<file path="config.mk">
export PLATFORM = sky130hd
export DESIGN_NAME = lt_timer
export DESIGN_NICKNAME = d
export VERILOG_FILES = /design/src/rtl/lt_pkg.sv /design/src/rtl/lt_div_decode.sv /design/src/rtl/lt_prescaler.sv /design/src/rtl/lt_downcount.sv /design/src/rtl/lt_regif.sv /design/src/rtl/lt_timer.sv
export SDC_FILE = /design/constraint.sdc
export NUM_CORES = 1
export LEC_CHECK = 0
export CAP_MARGIN = 20
export CORE_MARGIN = 8
export CORE_UTILIZATION = 50
export DETAILED_ROUTE_END_ITERATION = 8
export GPL_ROUTABILITY_DRIVEN = 0
export PLACE_DENSITY = 0.78
export SLEW_MARGIN = 20
export SYNTH_ARGS = -nofsm -noshare
export SYNTH_HDL_FRONTEND = slang
export SYNTH_SLANG_ARGS = --single-unit
export TNS_END_PERCENT = 50
</file>
<file path="constraint.sdc">
create_clock -name clk -period 4.7 [get_ports clk]
set_input_delay 0.94 -clock clk [delete_from_list [all_inputs] [get_ports clk]]
set_output_delay 0.94 -clock clk [all_outputs]
set_load 0.01 [all_outputs]
</file>
<file path="src/rtl/lt_pkg.sv">
package lt_pkg;
  localparam int AW = 12;
  localparam int DIV_CODE_W = 3;

  localparam logic [AW-1:0] OFS_LVT  = 12'h320;
  localparam logic [AW-1:0] OFS_INIT = 12'h380;
  localparam logic [AW-1:0] OFS_CUR  = 12'h390;
  localparam logic [AW-1:0] OFS_DIV  = 12'h3E0;

  localparam logic [31:0] LVT_RO_MASK = 32'h0000_5000;

  typedef struct packed {
    logic lvt;
    logic init;
    logic cur;
    logic div;
  } reg_sel_t;
endpackage

</file>
<file path="src/rtl/lt_div_decode.sv">
module lt_div_decode #(
  parameter int SHW   = 3,
  localparam int PRE_W = (1 << SHW) - 1
) (
  input  logic [SHW-1:0]   code,
  output logic [PRE_W-1:0] ratio_m1
);
  logic [SHW-1:0] shift;

  // rotated encoding: code + 1 wraps, so the all-ones code selects /1
  assign shift    = code + SHW'(1);
  assign ratio_m1 = ~({PRE_W{1'b1}} << shift);
endmodule

</file>
<file path="src/rtl/lt_prescaler.sv">
module lt_prescaler #(
  parameter int PRE_W = 7
) (
  input  logic             clk,
  input  logic             rst_n,
  input  logic             restart,
  input  logic [PRE_W-1:0] ratio_m1,
  output logic             tick
);
  logic [PRE_W-1:0] pre_q;

  assign tick = (pre_q >= ratio_m1);

  always_ff @(posedge clk or negedge rst_n) begin
    if (!rst_n)       pre_q <= '0;
    else if (restart) pre_q <= '0;
    else if (tick)    pre_q <= '0;
    else              pre_q <= pre_q + PRE_W'(1);
  end

  p_pre_range_r2: assert property (@(posedge clk) disable iff (!rst_n)
    $stable(ratio_m1) |-> (pre_q <= ratio_m1));

  p_ratio_pow2_r2: assert property (@(posedge clk) disable iff (!rst_n)
    ((ratio_m1 + PRE_W'(1)) & ratio_m1) == '0);
endmodule

</file>
<file path="src/rtl/lt_downcount.sv">
module lt_downcount #(
  parameter int CNT_W = 32
) (
  input  logic             clk,
  input  logic             rst_n,
  input  logic             load,
  input  logic [CNT_W-1:0] load_val,
  input  logic             tick,
  output logic [CNT_W-1:0] count,
  output logic             expire
);
  logic [CNT_W-1:0] cnt_q;
  logic             exp_q;
  logic             running;

  assign running = (cnt_q != '0);

  always_ff @(posedge clk or negedge rst_n) begin
    if (!rst_n) begin
      cnt_q <= '0;
      exp_q <= 1'b0;
    end else if (load) begin
      cnt_q <= load_val;
      exp_q <= 1'b0;
    end else if (running && tick) begin
      cnt_q <= cnt_q - CNT_W'(1);
      exp_q <= (cnt_q == CNT_W'(1));
    end else begin
      exp_q <= 1'b0;
    end
  end

  assign count  = cnt_q;
  assign expire = exp_q;

  p_last_tick_r4: assert property (@(posedge clk) disable iff (!rst_n)
    expire |-> ($past(cnt_q) == CNT_W'(1)));

  p_one_pulse_r5: assert property (@(posedge clk) disable iff (!rst_n)
    expire |=> (!expire || $past(load)));

  p_no_rise_r11: assert property (@(posedge clk) disable iff (!rst_n)
    !load |=> (cnt_q <= $past(cnt_q)));

  p_idle_quiet_r8: assert property (@(posedge clk) disable iff (!rst_n)
    (cnt_q == '0 && !load) |=> !expire);
endmodule

</file>
<file path="src/rtl/lt_regif.sv">
module lt_regif
  import lt_pkg::*;
#(
  parameter int DW = 32
) (
  input  logic                  clk,
  input  logic                  rst_n,
  input  logic                  req_valid,
  output logic                  req_ready,
  input  logic                  req_write,
  input  logic [AW-1:0]         req_addr,
  input  logic [DW-1:0]         req_wdata,
  output logic                  rsp_valid,
  input  logic                  rsp_ready,
  output logic [DW-1:0]         rsp_data,
  input  logic [DW-1:0]         cur_count,
  output logic [DIV_CODE_W-1:0] div_code,
  output logic                  load,
  output logic [DW-1:0]         load_val
);
  localparam logic [DW-1:0] RO_MASK = DW'(LVT_RO_MASK);

  reg_sel_t              sel;
  logic                  acc, acc_wr, acc_rd;
  logic [DW-1:0]         lvt_q, init_q, rd_mux;
  logic [DIV_CODE_W-1:0] div_q;
  logic                  rsp_valid_q;
  logic [DW-1:0]         rsp_data_q;

  always_comb begin
    sel      = '0;
    sel.lvt  = (req_addr == OFS_LVT);
    sel.init = (req_addr == OFS_INIT);
    sel.cur  = (req_addr == OFS_CUR);
    sel.div  = (req_addr == OFS_DIV);
  end

  assign req_ready = !rsp_valid_q || rsp_ready;
  assign acc       = req_valid && req_ready;
  assign acc_wr    = acc && req_write;
  assign acc_rd    = acc && !req_write;

  assign load     = acc_wr && sel.init;
  assign load_val = req_wdata;

  always_comb begin
    rd_mux = '0;
    if (sel.lvt)  rd_mux = lvt_q;
    if (sel.init) rd_mux = init_q;
    if (sel.cur)  rd_mux = cur_count;
    if (sel.div)  rd_mux = DW'({div_q[2], 1'b0, div_q[1:0]});
  end

  always_ff @(posedge clk or negedge rst_n) begin
    if (!rst_n) begin
      lvt_q       <= '0;
      init_q      <= '0;
      div_q       <= '0;
      rsp_valid_q <= 1'b0;
      rsp_data_q  <= '0;
    end else begin
      if (acc_wr && sel.lvt)
        lvt_q <= (req_wdata & ~RO_MASK) | (lvt_q & RO_MASK);
      if (acc_wr && sel.init)
        init_q <= req_wdata;
      if (acc_wr && sel.div)
        div_q <= {req_wdata[3], req_wdata[1:0]};
      if (acc_rd) begin
        rsp_valid_q <= 1'b1;
        rsp_data_q  <= rd_mux;
      end else if (rsp_ready) begin
        rsp_valid_q <= 1'b0;
      end
    end
  end

  assign rsp_valid = rsp_valid_q;
  assign rsp_data  = rsp_data_q;
  assign div_code  = div_q;

  p_hold_rsp_r10: assert property (@(posedge clk) disable iff (!rst_n)
    (rsp_valid && !rsp_ready) |=> (rsp_valid && $stable(rsp_data)));

  p_read_answers_r10: assert property (@(posedge clk) disable iff (!rst_n)
    (req_valid && req_ready && !req_write) |=> rsp_valid);

  p_lvt_ro_r9: assert property (@(posedge clk) disable iff (!rst_n)
    (lvt_q & RO_MASK) == '0);
endmodule

</file>
<file path="src/rtl/lt_timer.sv">
module lt_timer
  import lt_pkg::*;
#(
  parameter int DW  = 32,
  parameter int SHW = DIV_CODE_W,
  localparam int PRE_W = (1 << SHW) - 1
) (
  input  logic          clk,
  input  logic          rst_n,
  input  logic          req_valid,
  output logic          req_ready,
  input  logic          req_write,
  input  logic [AW-1:0] req_addr,
  input  logic [DW-1:0] req_wdata,
  output logic          rsp_valid,
  input  logic          rsp_ready,
  output logic [DW-1:0] rsp_data,
  output logic          expire
);
  logic [DIV_CODE_W-1:0] div_code;
  logic [PRE_W-1:0]      ratio_m1;
  logic                  load, tick;
  logic [DW-1:0]         load_val, count;

  lt_regif #(.DW(DW)) u_regif (
    .clk       (clk),
    .rst_n     (rst_n),
    .req_valid (req_valid),
    .req_ready (req_ready),
    .req_write (req_write),
    .req_addr  (req_addr),
    .req_wdata (req_wdata),
    .rsp_valid (rsp_valid),
    .rsp_ready (rsp_ready),
    .rsp_data  (rsp_data),
    .cur_count (count),
    .div_code  (div_code),
    .load      (load),
    .load_val  (load_val)
  );

  lt_div_decode #(.SHW(SHW)) u_dec (
    .code     (div_code),
    .ratio_m1 (ratio_m1)
  );

  lt_prescaler #(.PRE_W(PRE_W)) u_pre (
    .clk      (clk),
    .rst_n    (rst_n),
    .restart  (load),
    .ratio_m1 (ratio_m1),
    .tick     (tick)
  );

  lt_downcount #(.CNT_W(DW)) u_cnt (
    .clk      (clk),
    .rst_n    (rst_n),
    .load     (load),
    .load_val (load_val),
    .tick     (tick),
    .count    (count),
    .expire   (expire)
  );
endmodule

</file>
==> results.cfg <==
[status]
outcome = finished, final reports clean

[global_routing]
use_met3_pct = 4.64
grt_overflow_total = 0
met2_usage_pct = 35.5
grt_max_degree = 78
grt_usage_pct = 21.3
use_met1_pct = 25.9
grt_pass1_wl_mm = 27.8
grt_antenna_before_repair = 0
grt_pass1_vias = 5419
top_usage_layer = met2

[synthesis]
async_reset_ff_share_pct = 100
synth-seq-cells = 138
yosys_most_used_dff = dfrtp_1
synth_edf_count = 0
synthTopCellsByCount = nand2_1 (141), dfrtp_1 (138), nor2_1 (44)
synthDistinctLibCells = 47
syn_area_mm2 = 0.00646
synth_top_area_share_pct = 53.5
synth_top_area_cell = dfrtp_1
yosysMostFrequentCell = nand2_1
yosys_warnings = 0
syn_inst = 637
syn-mean-instance-area_um2 = 10.1
syn-num-nets = 700
netlist_top_cells_area = dfrtp_1 (53%), nand2_1 (8.2%), mux2_2 (5.6%)
synth-seq-area-share_pct = 53.5

[placed_design]
dpl_cell_area_mm2 = 0.00741
portBuffers = 83
hpwlAfterDp_mm = 11.0

[clocking]
cts_resized = 0
cts_setup_buffers = 0
ctsHoldBuffers = 0
htree_levels = 4
clock_latency_ps = 420
clk_path_buf_depth = 2
numCtsBuffers = 17
cts_root_buf = clkbuf_16
cts_tree = yes
clk_pin_slew_ps = 50
cts.sinks = 138

[timing]
finalSetupTns_ps = 0
finalCriticalPeriod_ps = 3620
slew_violations = 0
maxSlewHeadroom_pct = 43.7
hold_viol = 0
fmax_ghz = 0.277
clock_skew_ps = 7.72
rsz0062_at_grt = no
setup_violations = 0
worstMarginPinSlew_ps = 838
finalCritPeriodShare_pct = 76.9

[cells_and_area]
fin_area_mm2 = 0.00805
fin_util_pct = 63.8
area_growth_pct = 24.6
fill_cells = 1021
n_antenna_cell = 0
drive_above_1_share_pct = 11.3
finalNetCount = 777

[routing]
drtAntennaViolNets = 0
drtIter0Drc = 521
dr.pass1.iters = 5
wl_per_cell_um = 18.6
drc = 0
drt-total-wl_mm = 16.8
vias = 5223
avgViaCountPerCell = 5.81

[floorplanning]
die_h_um = 130
die_w_um = 130
die-area_mm2 = 0.0168
core_region_area_mm2 = 0.0126
start_util_pct = 51.2
io_pins = 84
num_rows = 41

[worst_setup_path]
reg2reg_depth = 13
cp-start-kind = primary input
reg2reg_to = u_cnt.count[24]
r2r-start = u_regif.div_code[1]
cp_data_required_time_ps = 4990
reg2reg_slack_ps = 1480
path_max_fanout = 23
critPathCaptureType = flip-flop
path_class = in2reg
arrival_ps = 3910

[power_and_ir_drop]
seqPwrFrac_pct = 40.4
p_leak_uw = 0.00341
powerDensity_mw_per_mm2 = 409
swShare_pct = 26.2
peakVddDrop_mv = 0.310
internal_power_uw = 2430
p_switching_uw = 861
clock_power_share_pct = 43.9
combPwrFrac_pct = 15.7

[min_path]
hp-class = reg2reg
min_path_cells = 2
hold_end = u_regif.init_q[8]
hold_start = u_regif.init_q[8]

[job]
drv_cap = 0
==> critical path, cell delays in order <==
cell and delay, ps:
clkdlybuf4s50_1 430, nor4_1 350, nand4_1 170, or4b_1 700, or3_1 760, buf_4 360
nor2_1 120, a21oi_1 60
==> layout by cell type, fill, tap and decap left out, drive strengths merged, types with 3 or more instances in the layout <==
cell,n
nand2,141
dfrtp,138
clkdlybuf4s50,82
nor2,44
o21ai,43
mux2,32
clkbuf,26
xor2,18
a31oi,18
a22oi,18
xnor2,16
ha,14
nor4,13
buf,12
nor3,12
nand4,11
a222oi,11
nand3,10
inv,8
a21oi,5
nand2b,4
and2,4
bufinv,4
nor2b,4
or2,3
or4b,3
or3,3
or4,3
==> how the worst max path moves through the flow <==
stage	startpoint	to	slack, ps	cells past startpoint
floorplan	u_regif.div_code[1]	u_cnt.count[10]	1720	14
global placement	req_addr[11]	u_cnt.count[18]	860	8
detailed placement	req_addr[11]	u_cnt.count[18]	740	8
CTS	req_addr[11]	u_cnt.count[9]	1130	8
global route	req_addr[11]	u_cnt.count[9]	960	8
finish	req_addr[11]	u_cnt.count[9]	1080	8
==> state kept, by name, indices dropped and copies added, names as in the netlist <==
name	cells
u_cnt.count	32
u_regif.init_q	32
u_regif.rsp_data	32
u_regif.lvt_q	30
u_pre.pre_q	7
u_regif.div_code	3
u_cnt.expire	1
u_regif.rsp_valid	1
==> metal layers <==
layer | up-vias | part of all wire (%)
met1 | 2589 | 41
met2 | 205 | 50
met3 | 27 | 6.4
met5 | - | 0
met4 | 0 | 2.1
li1 | 2402 | -
==> through the flow <==
| step | hold slack (ps) | total power [uW] | worst slack [ps] | std cells |
|---|---|---|---|---|
| after floorplan | 444 | 1630 | 1720 | 637 |
| after global placement | 458 | 1840 | 859 | 867 |
| after detailed placement | 464 | 1860 | 740 | 867 |
| after CTS | 478 | 3300 | 1130 | 899 |
| after global routing | 493 | 3420 | 961 | 899 |
| final | 477 | 3290 | 1080 | 899 |
==> layout make-up <==
type	count	area, um2	area share (%)
Tap cell	172	215	2.67
Multi-Input combinational cell	455	2790	34.7
Timing Repair Buffer	94	915	11.4
Inverter	8	30.0	0.373
Sequential cell	138	3450	42.9
Clock inverter	6	133	1.65
Clock buffer	26	509	6.33
==> kinds of logic (layout without fill, tap and decap cells) <==
logic type,after synthesis,in the layout,synth area share [%]
xor gates and xnor gates,34,34,4.61
adders and majority gates,15,15,2.87
and+or+nand+nor,264,264,18.8
muxes,34,34,5.89
AOI/OAI and AO/OA,108,108,10.9
buffers and inverters,44,134,3.49
DFF,138,138,53.5
==> power by group through the flow <==
stage / combinational, uW / clock [uW] / sequential (uW)
finish: 518 / 1440 / 1330
detailed placement: 514 / 0 / 1350
global placement: 498 / 0 / 1340
global route: 575 / 1510 / 1340
CTS: 520 / 1460 / 1330
floorplan: 288 / 0 / 1340
Note: power is estimated with default switching activity, not from simulation.
